<file path="src/rtl/rm_int_pkg.sv">
// Shared types for the real-mode interrupt entry sequencer.
// Assumes: FLAGS is 32 bits wide, with the bit positions given below.
package rm_int_pkg;
    typedef enum logic [1:0] {SRC_SWINT = 2'd0, SRC_OVF = 2'd1, SRC_EXT = 2'd2, SRC_EXC = 2'd3} src_e;
    typedef enum logic [1:0] {FLT_NONE = 2'd0, FLT_GP = 2'd1, FLT_STK = 2'd2} flt_e;
    typedef enum logic [1:0] {RT_REAL, RT_PROT, RT_LONG, RT_GPF} route_e;
    typedef enum logic [2:0] {S_IDLE, S_CHECK, S_PUSH_F, S_PUSH_CS, S_PUSH_IP,
                              S_RD_IP, S_RD_CS, S_FIN} seq_e;
    localparam int FLAG_TF = 8;
    localparam int FLAG_IF = 9;
    localparam int FLAG_AC = 18;
endpackage

</file>
<file path="src/rtl/rm_int_classify.sv">
// Combinational request classifier. Picks the path for a latched request
// and the fault, if any, found by the mode, table-limit and stack checks.
// Assumes: its inputs are stable registers held from the acceptance cycle.
module rm_int_classify
    import rm_int_pkg::*;
#(
    parameter int FRAME_BYTES = 6
) (
    input  logic        pe,
    input  logic        v86,
    input  logic        lma,
    input  logic [1:0]  iopl,
    input  logic [1:0]  src,
    input  logic [7:0]  vec,
    input  logic [15:0] limit,
    input  logic [15:0] sp,
    output route_e      route,
    output flt_e        fcode
);
    localparam logic [15:0] MIN_SP = 16'(FRAME_BYTES);

    logic [15:0] entry_last;
    assign entry_last = {6'd0, vec, 2'b11};

    // Mode dispatch first, then the real-mode checks in priority order.
    always_comb begin
        route = RT_REAL;
        fcode = FLT_NONE;
        if (!pe) begin
            if (entry_last > limit)
                fcode = FLT_GP;
            else if (sp < MIN_SP)
                fcode = FLT_STK;
        end else if (v86 && (iopl != 2'd3) && (src == SRC_SWINT)) begin
            route = RT_GPF;
            fcode = FLT_GP;
        end else if (lma) begin
            route = RT_LONG;
        end else begin
            route = RT_PROT;
        end
    end
endmodule

</file>
<file path="src/rtl/rm_int_seq.sv">
// Entry sequencer. Runs check, three pushes, two table reads and a commit.
// Exposes the working SP and the read-word select so the top can form addresses.
// Assumes: read data arrives one cycle after the read strobe.
module rm_int_seq
    import rm_int_pkg::*;
(
    input  logic        clk,
    input  logic        rst_n,
    input  logic        start,
    input  route_e      route,
    input  flt_e        fcode,
    input  logic [31:0] in_flags,
    input  logic [15:0] in_cs,
    input  logic [15:0] in_ip,
    input  logic [15:0] in_sp,
    input  logic [15:0] rdata,
    output logic        ready,
    output logic        we,
    output logic [15:0] wdata,
    output logic [15:0] wsp,
    output logic        re,
    output logic        rd_hi,
    output logic        fault,
    output logic [1:0]  fault_code,
    output logic        disp,
    output logic        disp_long,
    output logic        done,
    output logic [31:0] o_flags,
    output logic [15:0] o_cs,
    output logic [15:0] o_ip,
    output logic [15:0] o_sp
);
    localparam logic [31:0] CLR_MASK =
        ~((32'd1 << FLAG_IF) | (32'd1 << FLAG_TF) | (32'd1 << FLAG_AC));

    seq_e        state;
    logic [31:0] wflags;
    logic [15:0] nip;
    logic        pass;

    assign pass = (route == RT_REAL) && (fcode == FLT_NONE);

    // State advance, working registers and the commit of results.
    always_ff @(posedge clk) begin
        if (!rst_n) begin
            state   <= S_IDLE;
            wsp     <= '0;
            wflags  <= '0;
            nip     <= '0;
            o_flags <= '0;
            o_cs    <= '0;
            o_ip    <= '0;
            o_sp    <= '0;
            done    <= 1'b0;
        end else begin
            done <= 1'b0;
            case (state)
                S_IDLE:    if (start) state <= S_CHECK;
                S_CHECK: begin
                    if (pass) begin
                        state  <= S_PUSH_F;
                        wsp    <= in_sp - 16'd2;
                        wflags <= in_flags;
                    end else begin
                        state <= S_IDLE;
                    end
                end
                S_PUSH_F: begin
                    wflags <= wflags & CLR_MASK;
                    wsp    <= wsp - 16'd2;
                    state  <= S_PUSH_CS;
                end
                S_PUSH_CS: begin
                    wsp   <= wsp - 16'd2;
                    state <= S_PUSH_IP;
                end
                S_PUSH_IP: state <= S_RD_IP;
                S_RD_IP:   state <= S_RD_CS;
                S_RD_CS: begin
                    nip   <= rdata;
                    state <= S_FIN;
                end
                S_FIN: begin
                    o_ip    <= nip;
                    o_cs    <= rdata;
                    o_sp    <= wsp;
                    o_flags <= wflags;
                    done    <= 1'b1;
                    state   <= S_IDLE;
                end
                default:   state <= S_IDLE;
            endcase
        end
    end

    // Per-state port strobes and push data selection.
    always_comb begin
        ready      = (state == S_IDLE);
        we         = (state == S_PUSH_F) || (state == S_PUSH_CS) || (state == S_PUSH_IP);
        re         = (state == S_RD_IP) || (state == S_RD_CS);
        rd_hi      = (state == S_RD_CS);
        fault      = (state == S_CHECK) && (fcode != FLT_NONE);
        fault_code = fault ? fcode : FLT_NONE;
        disp       = (state == S_CHECK) && ((route == RT_PROT) || (route == RT_LONG));
        disp_long  = disp && (route == RT_LONG);
        case (state)
            S_PUSH_F:  wdata = wflags[15:0];
            S_PUSH_CS: wdata = in_cs;
            S_PUSH_IP: wdata = in_ip;
            default:   wdata = '0;
        endcase
    end
endmodule

</file>
<file path="src/rtl/rm_int_entry.sv">
// Top of the real-mode interrupt entry sequencer. Latches the request on
// acceptance, holds the interrupt table register and forms the physical
// stack and table addresses. Assumes: a 16-bit segment is shifted left by
// 4 bits and sums wrap modulo 2^ADDR_W.
module rm_int_entry
    import rm_int_pkg::*;
#(
    parameter int          ADDR_W      = 20,
    parameter int          FRAME_BYTES = 6,
    parameter logic [15:0] LIMIT_RST   = 16'h03FF
) (
    input  logic              clk,
    input  logic              rst_n,
    input  logic              req_valid,
    output logic              req_ready,
    input  logic [7:0]        req_vector,
    input  logic [1:0]        req_src,
    input  logic              mode_pe,
    input  logic              mode_v86,
    input  logic [1:0]        mode_iopl,
    input  logic              mode_lma,
    input  logic [31:0]       cur_flags,
    input  logic [15:0]       cur_cs,
    input  logic [15:0]       cur_ip,
    input  logic [15:0]       cur_ss,
    input  logic [15:0]       cur_sp,
    input  logic              tbl_load,
    input  logic [ADDR_W-1:0] tbl_base_in,
    input  logic [15:0]       tbl_limit_in,
    output logic              mem_we,
    output logic [ADDR_W-1:0] mem_waddr,
    output logic [15:0]       mem_wdata,
    output logic              mem_re,
    output logic [ADDR_W-1:0] mem_raddr,
    input  logic [15:0]       mem_rdata,
    output logic              fault_pulse,
    output logic [1:0]        fault_code,
    output logic              dispatch_pulse,
    output logic              dispatch_long,
    output logic              done_pulse,
    output logic [31:0]       new_flags,
    output logic [15:0]       new_cs,
    output logic [15:0]       new_ip,
    output logic [15:0]       new_sp
);
    logic              accept;
    logic [7:0]        l_vec;
    logic [1:0]        l_src, l_iopl;
    logic              l_pe, l_v86, l_lma;
    logic [31:0]       l_flags;
    logic [15:0]       l_cs, l_ip, l_ss, l_sp;
    logic [ADDR_W-1:0] tbl_base;
    logic [15:0]       tbl_limit;
    route_e            route;
    flt_e              fcode;
    logic [15:0]       wsp;
    logic              rd_hi;

    assign accept = req_valid && req_ready;

    // Capture the request and the machine state on acceptance.
    always_ff @(posedge clk) begin
        if (!rst_n) begin
            l_vec <= '0; l_src <= '0; l_iopl <= '0;
            l_pe <= 1'b0; l_v86 <= 1'b0; l_lma <= 1'b0;
            l_flags <= '0; l_cs <= '0; l_ip <= '0; l_ss <= '0; l_sp <= '0;
        end else if (accept) begin
            l_vec <= req_vector; l_src <= req_src; l_iopl <= mode_iopl;
            l_pe <= mode_pe; l_v86 <= mode_v86; l_lma <= mode_lma;
            l_flags <= cur_flags; l_cs <= cur_cs; l_ip <= cur_ip;
            l_ss <= cur_ss; l_sp <= cur_sp;
        end
    end

    // Interrupt table register: base resets to zero, limit to LIMIT_RST.
    always_ff @(posedge clk) begin
        if (!rst_n) begin
            tbl_base  <= '0;
            tbl_limit <= LIMIT_RST;
        end else if (tbl_load) begin
            tbl_base  <= tbl_base_in;
            tbl_limit <= tbl_limit_in;
        end
    end

    rm_int_classify #(.FRAME_BYTES(FRAME_BYTES)) u_cls (
        .pe(l_pe), .v86(l_v86), .lma(l_lma), .iopl(l_iopl), .src(l_src),
        .vec(l_vec), .limit(tbl_limit), .sp(l_sp), .route(route), .fcode(fcode)
    );

    rm_int_seq u_seq (
        .clk(clk), .rst_n(rst_n), .start(accept), .route(route), .fcode(fcode),
        .in_flags(l_flags), .in_cs(l_cs), .in_ip(l_ip), .in_sp(l_sp),
        .rdata(mem_rdata), .ready(req_ready), .we(mem_we), .wdata(mem_wdata),
        .wsp(wsp), .re(mem_re), .rd_hi(rd_hi), .fault(fault_pulse),
        .fault_code(fault_code), .disp(dispatch_pulse), .disp_long(dispatch_long),
        .done(done_pulse), .o_flags(new_flags), .o_cs(new_cs), .o_ip(new_ip),
        .o_sp(new_sp)
    );

    // Physical addresses: segment*16 plus offset, and base plus vector*4.
    assign mem_waddr = ADDR_W'({l_ss, 4'b0000}) + ADDR_W'(wsp);
    assign mem_raddr = tbl_base + ADDR_W'({l_vec, rd_hi, 1'b0});
endmodule

</file>
<file path="config.mk">
export PLATFORM = sky130hd
export DESIGN_NAME = rm_int_entry
export DESIGN_NICKNAME = d
export VERILOG_FILES = /design/src/rtl/rm_int_pkg.sv /design/src/rtl/rm_int_classify.sv /design/src/rtl/rm_int_seq.sv /design/src/rtl/rm_int_entry.sv
export SDC_FILE = /design/constraint.sdc
export NUM_CORES = 1
export LEC_CHECK = 0
export BUFFER_PORTS_ARGS = -buffer_cell sky130_fd_sc_hd__buf_2
export CELL_PAD_IN_SITES_DETAIL_PLACEMENT = 1
export CELL_PAD_IN_SITES_GLOBAL_PLACEMENT = 2
export CORE_UTILIZATION = 31
export CTS_CLUSTER_DIAMETER = 120
export CTS_CLUSTER_SIZE = 20
export DETAILED_ROUTE_END_ITERATION = 12
export PLACE_DENSITY_LB_ADDON = 0.05
export SLEW_MARGIN = 20
export SYNTH_ARGS = -nofsm -noshare
export SYNTH_HDL_FRONTEND = slang
export SYNTH_SLANG_ARGS = --single-unit
</file>
<file path="constraint.sdc">
create_clock -name clk -period 4 [get_ports clk]
set_clock_uncertainty 0.2 [all_clocks]
set_input_delay 0.2 -clock clk [delete_from_list [all_inputs] [get_ports clk]]
set_output_delay 0.2 -clock clk [all_outputs]
set_load 0.02 [all_outputs]
</file>
---- Yosys cells after proc, flatten, opt, wreduce, memory -nomap -nowiden ----
Cells that the tools add are included.
word-level totals
  register bits after elaboration ......... 295
  latch bits .............................. 0
  memory bits (writable) .................. 0
  memory bits (read-only) ................. 0
  input port bits ......................... 167
  output and inout port bits .............. 145
  word-level logic and storage cells ...... 81
  memories ................................ 0
operators by class
  add/sub/neg operators ................... 4
  multiply operators ...................... 0
  divide/modulo/power cells ............... 0
  $lt $le $gt $ge ......................... 2
  eq/ne operators ......................... 12
  shift operators ......................... 0
  muxes and demuxes ....................... 17
  bitwise operators ....................... 1
  reduce and logical (&&, ||, !) cells .... 22
operators by type and width
  cell                                                          number
  case mux 32 bit (2 select lines)                              1
  case mux 16 bit (3 select lines)                              1
  2-to-1 mux 32 bit                                             1
  case mux 16 bit (2 select lines)                              1
  subtractor 16 x 2 -> 16 bit (second input constant)           2
  case mux 3 bit (8 select lines)                               1
  adder 20 x 10 -> 20 bit                                       1
  adder 20 x 16 -> 20 bit                                       1
  > comparator 10 x 16 -> 1 bit                                 1
  less-than comparator 16 x 3 -> 1 bit (second input constant)  1
  2-to-1 mux 16 bit                                             1
  2-to-1 mux 2 bit                                              8
  == test 3 bit (second input constant)                         4
  logical AND 1 bit                                             7
  == test 3 x 2 -> 1 bit (second input constant)                2
  zero test 2 bit                                               3
  nonzero test 2 bit                                            3
  logical OR 1 bit                                              4
  != test 2 x 1 -> 1 bit (second input constant)                2
  AND reduction 2 bit                                           2
  == test 3 x 1 -> 1 bit (second input constant)                1
  zero test 3 bit                                               1
  2-to-1 mux 3 bit                                              1
  AND reduction 3 bit                                           1
  other kinds (6)                                               7

---- Longest topological paths before layout ----
  word-level depth ........................ 9
  depth in mapped cells ................... 15
  depth with buffers taken out ............ 13

---- Hierarchy ----
A second synthesis with hierarchy kept.
unflattened totals
  cells, all modules ...................... 1414
  area total of the unflattened synthesis .. 12487.0 um^2
modules (own cells, without submodules)
  module           times used  cells each  area each (um^2)  sequential area each (um^2)
  rm_int_entry     1           734         6404.9            2942.8
  rm_int_seq       1           635         5790.6            2962.8
  rm_int_classify  1           45          291.5             0.0

---- Least setup slack after synthesis ----
Ideal clock, no wire load.
  path kind ............................... register to output
  start ................................... register u_seq.state[2]
  end ..................................... output port mem_raddr[13]
  arrival time ............................ 3.447 ns
  data required time ...................... 3.600 ns
  setup slack ............................. 0.153 ns
  stages on the path, launching flop included .. 15
  path buffers ............................ 2
  cells stage by stage .................... dfxtp_1 -> clkbuf_1 -> nand3_1 -> clkinv_1 -> clkbuf_1 -> ha_1 -> inv_1 -> fa_1 -> nor2b_1 -> o21ai_0 -> a21boi_0 -> o311ai_0 -> a21oi_1 -> nand4_1 -> xnor2_1
on the way
  word-level cells in the longest chain between the ends .. 2
ends and longest elaborated chain
  element                   RTL line             source
  start: declaration        rm_int_seq.sv:36     seq_e state;
  start signal: assignment  rm_int_seq.sv:46     state <= S_IDLE;
  start signal: assignment  rm_int_seq.sv:58     S_IDLE: if (start) state <= S_CHECK;
  start signal: assignment  rm_int_seq.sv:61     state <= S_PUSH_F;
  == test 3 bit             rm_int_seq.sv:101    rd_hi = (state == S_RD_CS);
  adder 20 x 10 -> 20 bit   rm_int_entry.sv:103  assign mem_raddr = tbl_base + ADDR_W'({l_vec, rd_hi, 1'b0});
  end: declaration          rm_int_entry.sv:34   output logic [ADDR_W-1:0] mem_raddr,
Every way passes these cells.

---- Worst setup path in the final report ----
  start ................................... register u_seq.state[0]
  end ..................................... output port mem_raddr[13]
The elaborated chain is that of the path after synthesis.

==> run summary <==
The via count of the first global-routing pass is 11970. In the final layout, the share of cells above drive strength 1 is 20.5%. The relative area change from synthesis to final layout came out at 34.9%. The tightest slew margin relative to the limit came out at 43.3%. Counting flops with a built-in enable in the synthesized netlist gives 0. The horizontal die dimension is 202 microns. The area share of the largest cell type after synthesis is 47.8%. The clock net sink count came out at 295. Summed over all instances, the cell type with the most area after synthesis is dfxtp_1. The required time of the critical path came out at 3.60 ns. The portion of total power attributed to sequential cells is 52.1%.

The minimum clock period after layout is 3.74 ns. The floorplan has 72 rows. The effective utilization at floorplan is 31.7%.

The sequential cell area fraction in the yosys report came out at 47.8%. In this run the worst path has a maximum fanout of 5. The congestion estimate from routability-driven global placement came to 0.832. The design internal power is 4.38 mW. The worst setup path is launched from a register. The count of buffers added on input and output ports is 311. The fraction of the cycle the final worst path needs came out at 93.6%. Of the total power, the share spent switching nets is 28.4%. In this run the count of I/O pins placed on the die edge is 312. The startpoint of the worst register-to-register path is tbl_limit[14].

The highest clock frequency the design can meet came out at 267 MHz. The number of remaining DRC errors came out at 0. The later pin in the worst-skew pair is clocked with a latency of 0.52 ns.

The most used flip-flop cell after synthesis is dfxtp_1. The largest net degree at the start of global routing came out at 112. The net load switching power came out at 1.74 mW.

The count of maximum capacitance violations came out at 0. The synthesized flop and latch total came out at 295. The endpoint identified for the worst register-to-register timing path is u_seq.wflags[5]. The combinational share of power came out at 17.3%. The number of buffers inserted during clock tree synthesis came out at 18.

The min-delay analysis places its worst path in the category primary input to register. After synthesis, the cell types taking the most area are dfxtp_1 (48%), nand2_1 (9.3%), mux2i_1 (7.1%), a21oi_1 (6.2%), a22o_1 (5.7%). STA classifies the critical path endpoint as an output port. For this design the static power due to leakage is 7.20 nW.

The pre-CTS worst setup slack came out at 0.442 ns. The net count of the finished layout came out at 2047. The tree is rooted in a clkbuf_16. The floorplan step defined a core boundary enclosing 0.0390 sq mm.

The average wire per cell in the routed design is 18.0 microns. Power spread over the standard cell area amounts to 367 mW/mm^2. The count of unique library cells instantiated by Yosys is 61. The reg2reg setup slack came out at 0.60 ns. The worst hold slack after final layout came out at 0.0999 ns. The data arrival at the endpoint of the critical path is 3.34 ns. The first routing iteration left 412 violations.

The pre-antenna-repair detailed-routing pass consisted of 4 iterations. The share of synthesized flip-flops with an asynchronous set or reset came out at 0%. The path with the worst hold slack has its endpoint at tbl_base[0]. By count the netlist is led by nand2_1 (305), dfxtp_1 (295), a21oi_1 (152). The compound-cell area share of the yosys netlist is 18.3%. Summing the areas of all fa, ha and maj instances in the mapped netlist gives 3.56% of the synthesized area. The cell that appears most often on the critical path is inv_1. The multiplexer share of the synthesized area came out at 7.31%. After routing, the total negative slack on setup checks comes to 0 ns. The critical path in this run is classified as register to output port. The worst hold path stage count is 3. The category of cells accounting for the largest share of critical-path delay is compound AO/OA/AOI/OAI gates. The post-detailed-routing wire length is 42600 microns.

The CTS tree is yes. The placed wire-length estimate came out at 28500 microns. The depth of the most critical reg-to-reg path came out at 8. The synthesized net count is 1615. The post-synth design cell area is 0.0124 sq mm. The peak supply drop came out at 0.000307 V.

The y dimension of the die came out at 202 microns. The run finished with clean final reports. On the critical path, the stage with the largest delay is an instance of fa_1. The total number of vias is 11618. The worst-margin pin slew came out at 0.847 ns.

Setup repair after global routing left no endpoint under its margin. The clock network is responsible for 30.6% of the overall power. The clock transition at the register clock pins on the worst setup and hold paths after CTS is 0.10 ns. The via density per instance came out at 4.91. After synthesis, the largest family of logic cells by area is compound AO/OA/AOI/OAI gates. The final count of pins violating max slew came out at 0.

The final hold violation count is 0. The total die area is 0.0407 sq mm. The residual antenna-violating net count after detailed routing is 0.

The count of H-tree levels built during CTS came out at 1. Setup slack closes at 0.257 ns. The first global-routing pass estimated 66800 microns of wire. The clock passes through at most 3 buffers. The total global-route track usage is 20.5%.

After filler insertion, the fill cell instance count of the layout stands at 4641. Walking the worst path, the cells encountered are inv_1 > nand3_1 > clkinv_1 > ha_1 > inv_1 > fa_1 > nor2b_1 > o21ai_0 > a21boi_2 > o311ai_2 > a21oi_2 > buf_4 > nand4_1 > xnor2_1 > buf_2. The startpoint identified for the worst hold timing path is tbl_load. The initial antenna violation count came out at 3. The instance count of the mapped netlist came out at 1414. The post-synthesis area per instance is 8.74 sq um. The fraction of synthesized cell area in xor and xnor cells is 2.05%.

The simple logic cell fraction of the synthesized area came out at 16.7%. Setup violations remaining at the end of the flow were counted as 0. Together, buffers and inverters on the worst path number 5. The maximum single-stage delay on the critical path came out at 0.40 ns.

The total congestion overflow after global routing is 0. The total number of yosys warnings came out at 0. The most numerous cell in the Yosys netlist is nand2_1.
## cell type report
| class | instances | area [sq um] | area share, % |
|---|---|---|---|
| clock inverter | 1 | 7.51 | 0.0450 |
| multi-input combinational | 989 | 5990 | 35.9 |
| tap | 518 | 648 | 3.89 |
| clock buffer | 19 | 475 | 2.85 |
| inverter | 33 | 129 | 0.773 |
| sequential | 295 | 5910 | 35.4 |
| timing repair buffer | 509 | 3510 | 21.1 |
| antenna | 2 | 5.00 | 0.0300 |
## repair_timing
item | 4_1_cts | 5_1_grt
setup endpoints to repair | 9 | 12
hold endpoints to repair | 182 | 0
gates resized for setup | 2 | 6
hold buffers | 176 | 0
buffers inserted | 1 | 0
pin swaps | 1 | 0
## routing by layer
metal	part of all wire (%)	vias to the layer above	track usage (%)
met3	3.2	46	2.49
met4	2.4	2	5.11
met2	48	208	35.7
met1	46	5614	26.8
met5	0.040	-	0
li1	-	5748	-
## worst reg2reg max path, cell delays in order (launching register included)
cell and delay [ns]:
dfxtp_1 0.32, or4_1 0.57, a2111oi_2 0.36, o31ai_1 0.19, o21ai_1 0.27, and4b_4 0.79
buf_4 0.33, mux2i_1 0.20, nor2_1 0.05
## power by group through the flow
| stage | Sequential, mW | Clock, mW | Combinational (mW) |
|---|---|---|---|
| 2_1_floorplan | 3.21 | 0 | 0.617 |
| 3_3_place_gp | 3.25 | 0 | 0.915 |
| 3_5_place_dp | 3.26 | 0 | 0.929 |
| 4_1_cts | 3.19 | 1.97 | 1.07 |
| 5_1_grt | 3.21 | 2.07 | 1.17 |
| 6_report | 3.19 | 1.87 | 1.06 |
## registers in the layout, indices dropped and copies added, names as in the netlist, 2 cells and up
register / flops
l_vec: 8
u_seq.o_ip: 16
l_src: 2
l_sp: 16
l_ip: 16
tbl_base: 20
u_seq.o_sp: 16
u_seq.o_cs: 16
l_flags: 32
u_seq.o_flags: 32
tbl_limit: 16
l_iopl: 2
u_seq.state: 3
u_seq.nip: 16
u_seq.wflags: 32
u_seq.wsp: 16
l_ss: 16
l_cs: 16
## per-stage QoR
step	utilization [%]	total power [mW]	cell area (sq um)	std cells
after detailed placement	36.9	4.19	14400	2167
after floorplan	-	3.82	12400	1414
after global routing	42.7	6.45	16700	2366
after CTS	42.7	6.23	16600	2364
final	42.7	6.12	16700	2366
after global placement	36.9	4.17	14400	2167
## worst max path at each step
stage          slack, ns  cells past startpoint      startpoint             to
3_5_place_dp        0.44                     14  u_seq.state[0]  mem_raddr[19]
6_report            0.26                     15  u_seq.state[0]  mem_raddr[13]
4_1_cts            0.003                     15  u_seq.state[0]  mem_raddr[13]
5_1_grt             0.02                     15  u_seq.state[0]  mem_raddr[13]
2_1_floorplan       0.15                     14  u_seq.state[2]  mem_raddr[13]
3_3_place_gp        0.49                     14  u_seq.state[0]  mem_raddr[13]
## layout by cell type (no fill, tap or decap), drive strengths merged, types with 11 or more instances in the layout
| cell | instances |
|---|---|
| a21oi | 152 |
| a22o | 80 |
| a31oi | 16 |
| buf | 333 |
| clkbuf | 19 |
| dfxtp | 295 |
| dlygate4sd3 | 176 |
| ha | 32 |
| inv | 32 |
| mux2i | 88 |
| nand2 | 305 |
| nor2 | 98 |
| nor3 | 12 |
| o21ai | 43 |
| o311ai | 11 |
| xnor2 | 19 |
## cell families (layout without fill, tap and decap cells)
logic type / Yosys count / in the layout
other: 0 / 2
muxes: 90 / 90
adders and majority gates: 34 / 34
buffers and inverters: 130 / 562
DFF: 295 / 295
AOI/OAI and AO/OA: 347 / 347
and+or+nand+nor: 489 / 489
xor gates and xnor gates: 29 / 29
No activity file was read; power rests on OpenSTA's default activity.
